<file path="src/rtl/pww_pkg.sv">
package pww_pkg;

    localparam int NUM_BYTES = 5;
    localparam int BUS_W     = 8;
    localparam int WORD_W    = NUM_BYTES * BUS_W;
    localparam int IDX_W     = $clog2(NUM_BYTES);

    typedef enum logic [2:0] {
        ST_IDLE,
        ST_RST,
        ST_SETUP,
        ST_WHI,
        ST_HOLD,
        ST_COMMIT
    } pww_state_e;

    function automatic int max_of5(input int a, input int b, input int c,
                                   input int d, input int e);
        int m;
        m = a;
        if (b > m) m = b;
        if (c > m) m = c;
        if (d > m) m = d;
        if (e > m) m = e;
        return m;
    endfunction

endpackage

</file>
<file path="src/rtl/pww_byte_sel.sv">
module pww_byte_sel
    import pww_pkg::*;
(
    input  logic [WORD_W-1:0] word_i,
    input  logic [IDX_W-1:0]  idx_i,
    output logic [BUS_W-1:0]  byte_o
);

    logic [BUS_W-1:0] slices [NUM_BYTES];

    // slice 0 is the most significant byte of the word, sent first
    for (genvar k = 0; k < NUM_BYTES; k++) begin : g_slice
        assign slices[k] = word_i[WORD_W-1-k*BUS_W -: BUS_W];
    end

    always_comb begin
        byte_o = '0;
        for (int k = 0; k < NUM_BYTES; k++) begin
            if (idx_i == IDX_W'(k)) byte_o = slices[k];
        end
    end

endmodule

</file>
<file path="src/rtl/pww_phase_timer.sv">
module pww_phase_timer
    import pww_pkg::*;
#(
    parameter int CNT_W       = 3,
    parameter int RST_CYC     = 4,
    parameter int SETUP_CYC   = 2,
    parameter int WCLK_HI_CYC = 2,
    parameter int HOLD_CYC    = 1,
    parameter int COMMIT_CYC  = 3
) (
    input  logic       clk,
    input  logic       rst_n,
    input  logic       load_i,
    input  pww_state_e state_i,
    output logic       expired_o
);

    logic [CNT_W-1:0] cnt_d, cnt_q;
    logic [CNT_W-1:0] len_m1;

    always_comb begin
        unique case (state_i)
            ST_RST:    len_m1 = CNT_W'(RST_CYC - 1);
            ST_SETUP:  len_m1 = CNT_W'(SETUP_CYC - 1);
            ST_WHI:    len_m1 = CNT_W'(WCLK_HI_CYC - 1);
            ST_HOLD:   len_m1 = CNT_W'(HOLD_CYC - 1);
            ST_COMMIT: len_m1 = CNT_W'(COMMIT_CYC - 1);
            default:   len_m1 = '0;
        endcase
    end

    always_comb begin
        if (load_i)
            cnt_d = len_m1;
        else if (cnt_q != '0)
            cnt_d = cnt_q - CNT_W'(1);
        else
            cnt_d = cnt_q;
    end

    always_ff @(posedge clk) begin
        if (!rst_n) cnt_q <= '0;
        else        cnt_q <= cnt_d;
    end

    assign expired_o = (cnt_q == '0);

endmodule

</file>
<file path="src/rtl/pword_writer.sv">
module pword_writer
    import pww_pkg::*;
#(
    parameter int RST_CYC     = 4,
    parameter int SETUP_CYC   = 2,
    parameter int WCLK_HI_CYC = 2,
    parameter int HOLD_CYC    = 1,
    parameter int COMMIT_CYC  = 3
) (
    input  logic              clk,
    input  logic              rst_n,
    input  logic              start_i,
    input  logic              rst_first_i,
    input  logic [WORD_W-1:0] cfg_word_i,
    output logic              busy_o,
    output logic              done_o,
    output logic [BUS_W-1:0]  bus_data_o,
    output logic              wclk_o,
    output logic              fqud_o,
    output logic              dev_rst_o
);

    localparam int MAX_LEN = max_of5(RST_CYC, SETUP_CYC, WCLK_HI_CYC, HOLD_CYC, COMMIT_CYC);
    localparam int CNT_W   = (MAX_LEN > 1) ? $clog2(MAX_LEN) : 1;
    localparam logic [IDX_W-1:0] LAST_IDX = IDX_W'(NUM_BYTES - 1);

    typedef struct packed {
        pww_state_e         state;
        logic [IDX_W-1:0]   idx;
        logic [WORD_W-1:0]  word;
        logic [BUS_W-1:0]   data;
        logic               wclk;
        logic               fqud;
        logic               devrst;
        logic               busy;
        logic               done;
    } regs_t;

    regs_t d, q;

    logic              tmr_load;
    pww_state_e        tmr_state;
    logic              tmr_expired;
    logic [WORD_W-1:0] src_word;
    logic [IDX_W-1:0]  src_idx;
    logic [BUS_W-1:0]  sel_byte;

    // byte source: the live input while idle (first byte), the captured copy after
    always_comb begin
        src_word = (q.state == ST_IDLE) ? cfg_word_i : q.word;
        src_idx  = (q.state == ST_HOLD) ? q.idx + IDX_W'(1) : q.idx;
        if (q.state == ST_IDLE) src_idx = '0;
    end

    pww_byte_sel u_sel (
        .word_i (src_word),
        .idx_i  (src_idx),
        .byte_o (sel_byte)
    );

    pww_phase_timer #(
        .CNT_W       (CNT_W),
        .RST_CYC     (RST_CYC),
        .SETUP_CYC   (SETUP_CYC),
        .WCLK_HI_CYC (WCLK_HI_CYC),
        .HOLD_CYC    (HOLD_CYC),
        .COMMIT_CYC  (COMMIT_CYC)
    ) u_tmr (
        .clk       (clk),
        .rst_n     (rst_n),
        .load_i    (tmr_load),
        .state_i   (tmr_state),
        .expired_o (tmr_expired)
    );

    always_comb begin
        d         = q;
        d.done    = 1'b0;
        tmr_load  = 1'b0;
        tmr_state = ST_IDLE;

        unique case (q.state)
            ST_IDLE: begin
                if (start_i) begin
                    d.word   = cfg_word_i;
                    d.idx    = '0;
                    d.busy   = 1'b1;
                    tmr_load = 1'b1;
                    if (rst_first_i) begin
                        d.state   = ST_RST;
                        d.devrst  = 1'b1;
                        tmr_state = ST_RST;
                    end else begin
                        d.state   = ST_SETUP;
                        d.data    = sel_byte;
                        tmr_state = ST_SETUP;
                    end
                end
            end
            ST_RST: begin
                if (tmr_expired) begin
                    d.devrst  = 1'b0;
                    d.state   = ST_SETUP;
                    d.data    = sel_byte;
                    tmr_load  = 1'b1;
                    tmr_state = ST_SETUP;
                end
            end
            ST_SETUP: begin
                if (tmr_expired) begin
                    d.wclk    = 1'b1;
                    d.state   = ST_WHI;
                    tmr_load  = 1'b1;
                    tmr_state = ST_WHI;
                end
            end
            ST_WHI: begin
                if (tmr_expired) begin
                    d.wclk    = 1'b0;
                    d.state   = ST_HOLD;
                    tmr_load  = 1'b1;
                    tmr_state = ST_HOLD;
                end
            end
            ST_HOLD: begin
                if (tmr_expired) begin
                    tmr_load = 1'b1;
                    if (q.idx == LAST_IDX) begin
                        d.fqud    = 1'b1;
                        d.state   = ST_COMMIT;
                        tmr_state = ST_COMMIT;
                    end else begin
                        d.idx     = src_idx;
                        d.data    = sel_byte;
                        d.state   = ST_SETUP;
                        tmr_state = ST_SETUP;
                    end
                end
            end
            ST_COMMIT: begin
                if (tmr_expired) begin
                    d.fqud  = 1'b0;
                    d.busy  = 1'b0;
                    d.done  = 1'b1;
                    d.state = ST_IDLE;
                end
            end
            default: d.state = ST_IDLE;
        endcase
    end

    always_ff @(posedge clk) begin
        if (!rst_n) begin
            q <= '{state: ST_IDLE, default: '0};
        end else begin
            q <= d;
        end
    end

    assign busy_o     = q.busy;
    assign done_o     = q.done;
    assign bus_data_o = q.data;
    assign wclk_o     = q.wclk;
    assign fqud_o     = q.fqud;
    assign dev_rst_o  = q.devrst;

endmodule

</file>
<file path="config.mk">
export PLATFORM = sky130hd
export DESIGN_NAME = pword_writer
export DESIGN_NICKNAME = d
export VERILOG_FILES = /design/src/rtl/pww_pkg.sv /design/src/rtl/pww_byte_sel.sv /design/src/rtl/pww_phase_timer.sv /design/src/rtl/pword_writer.sv
export SDC_FILE = /design/constraint.sdc
export NUM_CORES = 1
export LEC_CHECK = 0
export BUFFER_PORTS_ARGS = -buffer_cell sky130_fd_sc_hd__buf_2
export CAP_MARGIN = 5
export CORE_MARGIN = 3
export CORE_UTILIZATION = 55
export CTS_CLUSTER_DIAMETER = 150
export DETAILED_ROUTE_END_ITERATION = 16
export GPL_ROUTABILITY_DRIVEN = 1
export PLACE_DENSITY = 0.79
export SLEW_MARGIN = 40
export SYNTH_ARGS = -nofsm -noshare
export SYNTH_HDL_FRONTEND = slang
export SYNTH_SLANG_ARGS = --single-unit
export TNS_END_PERCENT = 100
</file>
<file path="constraint.sdc">
create_clock -name clk -period 3.52 [get_ports clk]
set_input_delay 0.352 -clock clk [delete_from_list [all_inputs] [get_ports clk]]
set_output_delay 0.352 -clock clk [all_outputs]
set_load 0.1 [all_outputs]
</file>
==> results of run 1 <==
-- area by class of cell --
class,count,share of cell area
flip-flops and latches,61,0.331
clock buffers,9,0.0336
multi-input cells,319,0.486
inverters,9,0.00916
clock inverters,7,0.0268
well taps,72,0.0244
repair buffers,62,0.0883
-- cells by family (layout without fill, tap and decap cells) --
family	Yosys count	in the layout	share of synthesized area
buffers and inverters	53	87	0.0742
muxes	9	9	0.0281
and+or+nand+nor	161	161	0.224
AOI/OAI and AO/OA	146	146	0.287
DFF	61	61	0.375
adders and majority gates	3	3	0.0115
-- registers in the layout, indices dropped and copies added, names as in the netlist --
signal       flops
busy_o           1
wclk_o           1
fqud_o           1
u_tmr.cnt_q      2
q               46
dev_rst_o        1
done_o           1
bus_data_o       8
-- power groups by stage --
stage	registers, W	clock network, W	logic, W
final	0.000964	0.000706	0.00130
after global routing	0.000985	0.000749	0.00141
after CTS	0.000961	0.000711	0.00129
after detailed placement	0.000976	0	0.00128
after global placement	0.000972	0	0.00127
after floorplan	0.000966	0	0.00106
-- metrics by stage --
step	hold WS [ns]	instance area [um^2]	worst slack (ns)	std cells
6_report	0.236	3690	0.477	539
5_1_grt	0.239	3690	0.156	539
4_1_cts	0.230	3690	0.551	539
3_5_place_dp	0.447	3460	0.593	523
3_3_place_gp	0.441	3460	0.668	523
2_1_floorplan	0.432	3250	1.09	433
-- how the worst max path moves through the flow --
stage | startpoint | to | slack [ns] | cells past startpoint
after global placement | q[53] | bus_data_o[0] | 0.67 | 7
after global routing | q[53] | bus_data_o[7] | 0.16 | 7
final | q[53] | bus_data_o[0] | 0.48 | 7
after floorplan | q[53] | bus_data_o[6] | 1.09 | 8
after CTS | q[53] | bus_data_o[0] | 0.55 | 7
after detailed placement | q[53] | bus_data_o[0] | 0.59 | 7
-- synthesized netlist by cell type (all sizes together), types with 2 or more instances --
library cell,number
nand2,102
a21oi,62
dfxtp,61
clkbuf,29
o21ai,19
nor2,16
buf,15
o22ai,9
a22oi,8
inv,8
mux2i,8
a31oi,7
a32oi,7
nor3,7
o221ai,7
nand3,5
nand4,5
or2,5
nand2b,4
nor2b,4
o31ai,4
ha,3
o32ai,3
or3b,3
a211oi,2
a21boi,2
a311o,2
and2,2
nor4,2
o21a,2
or4,2
-- tightest hold or removal path: stages --
cell	delay, ns
buf_2	0.09
nand2_1	0.04
a21oi_1	0.05
-- routing by layer --
| layer | track usage | share of wire |
|---|---|---|
| met2 | 0.399 | 0.45 |
| met1 | 0.377 | 0.47 |
| met5 | 0 | 0 |
| met3 | 0.0585 | 0.059 |
| met4 | 0.0996 | 0.024 |
==> flow_metrics.tcl, run 1 <==
set metrics [dict create \
    clk_pin_slew_ns 0.08 \
    combPwrFrac 0.437 \
    clockBufferDepth 2 \
    hpwlAfterDp_um 6070 \
    syn_inst 433 \
    num_io_pins 57 \
    grt_max_degree 52 \
    ys_seq_area_frac 0.375 \
    p_int_w 0.00163 \
    yosysWarnings 0 \
    cts-buffers-inserted 9 \
    num_rows 27 \
    fmax_mhz 329 \
    cts_sinks 61 \
    reg2reg_from "q[53]" \
    min_from "cfg_word_i[21]" \
    hold_depth 3 \
    multi_input_area_um2 1790 \
    grt_usage 0.267 \
    vias_per_cell 5.93 \
    num_vias 3195 \
    async_reset_ff_frac 0 \
    power_frac_clock 0.238 \
    fin_nets 509 \
    path_class "reg2reg" \
    cts_root_buf "clkbuf_8" \
    finalSetupViolCount 0 \
    timing.rr.end "bus_data_o[0]" \
    crit_required_ns 3.79 \
    postLayoutCoreUtil 0.657 \
    crit_chain "inv_1 -> ha_1 -> nand2b_1 -> a31oi_1 -> a21boi_1 -> nand2_1 -> a311oi_1" \
    drive_gt1_frac 0.203 \
    hold_viol 0 \
    power_density_nw_per_um2 804 \
    p_sw_w 0.00134 \
    worst_pin_slew_ns 0.818 \
    n_fill_cell 505 \
    die_w_um 82.9 \
    placement.io_buffers 56 \
    max-slew-margin-rel 0.451 \
    cts_tree "yes" \
    pwr-share-seq 0.325 \
    hold_end "q[34]" \
    swShare 0.452 \
    r2r_setup_slack_ns 0.48 \
    avgRoutedWirePerCell_um 16.4 \
    drc_errors 0 \
    gr-total-overflow 0 \
    routed_wl_um 8870 \
    avgSynthCellArea_um2 7.51 \
    start_util 0.580 \
    hold_path_class "in2reg" \
    cp-end-kind "flip-flop" \
    synth_top_area_cell "dfxtp_1" \
    cp_num_buf_inv 1 \
    maxCapViolCount 0 \
    rr_worst_depth 7 \
    synth_edf_count 0 \
    fp.coreArea_um2 5610 \
    syn_area_um2 3250 \
    clk_latency_ns 0.35 \
    synth_nets 480 \
    crit_slowest_cell "dfxtp_1" \
    most-common-layout-cells "102 x nand2_1, 62 x a21oi_1, 61 x dfxtp_1" \
    die_area_um2 6870 \
    irDropWorstVdd_v 0.000520 \
    syn2layout_area_growth_pct 13.3 \
    post-route-period-util 0.865 \
    cts_hold_buf 0 \
    power.total_w 0.00297 \
    synth-seq-cells 61 \
    outcome "completed" \
    cts_resized 0 \
    final_common_cell "nand2_1" \
    fin_tns_setup_ns 0 \
    startpoint_type "flip-flop" \
    antenna_found_initial 0 \
    first_pass_iters 5 \
    p_leak_nw 1.51 \
    gp_congestion 0.875 \
    cpPeakStageDelay_ns 0.69 \
    htree_levels 3 \
    finalMaxSlewViolations 0 \
    seq_area_um2 1220 \
    grt_pass1_wl_um 15100 \
    drtIter0Drc 337 \
    fin_crit_ns 3.04 \
    grt_pass1_vias 3023 \
    finClkSkew_ns 0.0111 \
    post_cts_buffers 0 \
    n_antenna_cell 0 \
    antenna_left 0 \
    synthDistinctLibCells 59 \
    die_h_um 82.9 \
    yosysTopAreaCellShare 0.375 \
    synth-main-ff-cell "dfxtp_1" \
    worst_path_dominant_cell_family "compound AO/OA/AOI/OAI gates" \
    ys_top_cells_by_area "dfxtp_1 38%, nand2_1 12%, a21oi_1 9.5%, clkbuf_1 3.3%, o21ai_0 2.6%" \
    rsz0062_at_grt "false" \
    worstPathArrival_ns 3.31 \
    crit_fanout 20 \
]
Note: power is estimated with default switching activity, not from simulation.
==> run 2: changes to the inputs <==
--- a/config.mk
+++ b/config.mk
@@ -13,6 +13,7 @@
 export DETAILED_ROUTE_END_ITERATION = 16
 export GPL_ROUTABILITY_DRIVEN = 1
 export PLACE_DENSITY = 0.79
+export RECOVER_POWER = 25
 export SLEW_MARGIN = 40
 export SYNTH_ARGS = -nofsm -noshare
 export SYNTH_HDL_FRONTEND = slang
==> run 2 against run 1 <==
Sequential power is essentially flat. Utilization shrank 0.29 points. First-iteration DRC count shrank 16%. Fmax is essentially flat. Wire length grew 0.20%. Design area shrank 0.44%. Final cell count is the same. Setup slack lost 0.0015 ns. Non-clock buffer count is the same. Hold slack gained 0.0047 ns. Sequential share of layout area grew 0.15 points. Critical path depth is the same.
==> flow_metrics.tcl, run 2 (synthesized netlist as in run 1, its figures left out) <==
set metrics [dict create \
    cts_root_buf "clkbuf_8" \
    gp_congestion 0.875 \
    syn2layout_area_growth_pct 12.8 \
    power_frac_clock 0.238 \
    worst_pin_slew_ns 1.20 \
    regMostFlops "q" \
    pwr-share-seq 0.327 \
    maxCapViolCount 0 \
    fp.coreArea_um2 5610 \
    cts_tree "yes" \
    htree_levels 3 \
    fmax_mhz 328 \
    combPwrFrac 0.435 \
    wl_met2_um 3950 \
    cts_resized 0 \
    place_ws_ns 0.593 \
    post_cts_buffers 0 \
    path_class "reg2reg" \
    die_h_um 82.9 \
    cts_hold_buf 0 \
    placement.io_buffers 56 \
    n_fill_cell 515 \
    crit_required_ns 3.78 \
    drive_gt1_frac 0.176 \
    grt_max_degree 52 \
    hold_viol 0 \
    drtIter0Drc 284 \
    antenna_left 0 \
    fin_nets 509 \
    vias_per_cell 5.95 \
    cts_sinks 61 \
    num_vias 3205 \
    crit_fanout 20 \
    antenna_found_initial 0 \
    hold_path_class "in2reg" \
    fin_tns_setup_ns 0 \
    cts-buffers-inserted 9 \
    die_area_um2 6870 \
    max-slew-margin-rel 0.205 \
    hpwlAfterDp_um 6070 \
    p_leak_nw 1.46 \
    die_w_um 82.9 \
    finalMaxSlewViolations 0 \
    num_rows 27 \
    grt_pass1_vias 3023 \
    grt_usage 0.267 \
    setup_ws_ns 0.475 \
    n_antenna_cell 0 \
    grt_pass1_wl_um 15100 \
    p_sw_w 0.00134 \
    wl_met3_um 517 \
    clockBufferDepth 2 \
    routed_wl_um 8880 \
    clk_latency_ns 0.35 \
    largest_reg_flops 46 \
    finClkSkew_ns 0.0124 \
    num_io_pins 57 \
    clk_pin_slew_ns 0.08 \
    gr-total-overflow 0 \
    drc_errors 0 \
    start_util 0.580 \
    p_int_w 0.00161 \
    outcome "completed" \
    rsz0062_at_grt "false" \
    swShare 0.454 \
    power_density_nw_per_um2 805 \
    postLayoutCoreUtil 0.654 \
    top_layer_used "met4" \
    final_common_cell "nand2_1" \
    fin_crit_ns 3.04 \
    first_pass_iters 5 \
    worstPathArrival_ns 3.31 \
    met1_length_um 4200 \
    avgRoutedWirePerCell_um 16.5 \
    post-route-period-util 0.865 \
    startpoint_type "flip-flop" \
    most-common-layout-cells "102 x nand2_1, 62 x a21oi_1, 61 x dfxtp_1" \
    cp-end-kind "flip-flop" \
    irDropWorstVdd_v 0.000510 \
    finalSetupViolCount 0 \
]
-- run 2: cell types whose count changed in the layout (fill, tap and decap cells not counted), sizes merged --
cell,previous run,this run
buf,62,49
clkbuf,9,22
-- run 2: area by class of cell --
class	count	area (um^2)	area share
clock inverter	7	98.8	0.0269
clock buffer	9	124	0.0338
sequential	61	1220	0.333
multi-input combinational	319	1790	0.489
inverter	9	33.8	0.00921
tap	72	90.1	0.0245
timing repair buffer	62	309	0.0842
-- run 2: per-stage QoR --
| stage | power, W | instance area (um^2) | std cells | hold WS, ns |
|---|---|---|---|---|
| after floorplan | 0.00203 | 3250 | 433 | 0.432 |
| after global placement | 0.00224 | 3460 | 523 | 0.441 |
| after detailed placement | 0.00226 | 3460 | 523 | 0.447 |
| after CTS | 0.00296 | 3690 | 539 | 0.230 |
| after global routing | 0.00314 | 3670 | 539 | 0.239 |
| final | 0.00295 | 3670 | 539 | 0.240 |
-- run 2: critical path: stages (launching register included) --
cell	delay [ns]
dfxtp_1	0.69
inv_1	0.21
ha_1	0.42
nand2b_1	0.18
a31oi_1	0.58
a21boi_1	0.52
nand2_1	0.11
a311oi_1	0.25
-- run 2: path summary, 6_finish.rpt --
| path | cells past startpoint | slack [ns] | from | to |
|---|---|---|---|---|
| setup / recovery | 7 | 0.48 | q[53] | bus_data_o[0] |
| hold / removal | 3 | 0.24 | cfg_word_i[21] | q[34] |
| setup reg to reg | 7 | 0.48 | q[53] | bus_data_o[0] |
| hold reg to reg | 2 | 0.46 | q[49] | q[49] |
-- run 2: power groups by stage --
stage	Clock, W	Combinational (W)	Sequential, W
global route	0.000749	0.00140	0.000987
detailed placement	0	0.00128	0.000976
global placement	0	0.00127	0.000972
floorplan	0	0.00106	0.000966
finish	0.000702	0.00129	0.000967
CTS	0.000711	0.00129	0.000961
-- run 2: layer usage --
| metal | track usage | vias up |
|---|---|---|
| met4 | 0.0996 | 0 |
| met1 | 0.377 | 1470 |
| met3 | 0.0585 | 20 |
| met5 | 0 | - |
| li1 | - | 1604 |
| met2 | 0.399 | 111 |
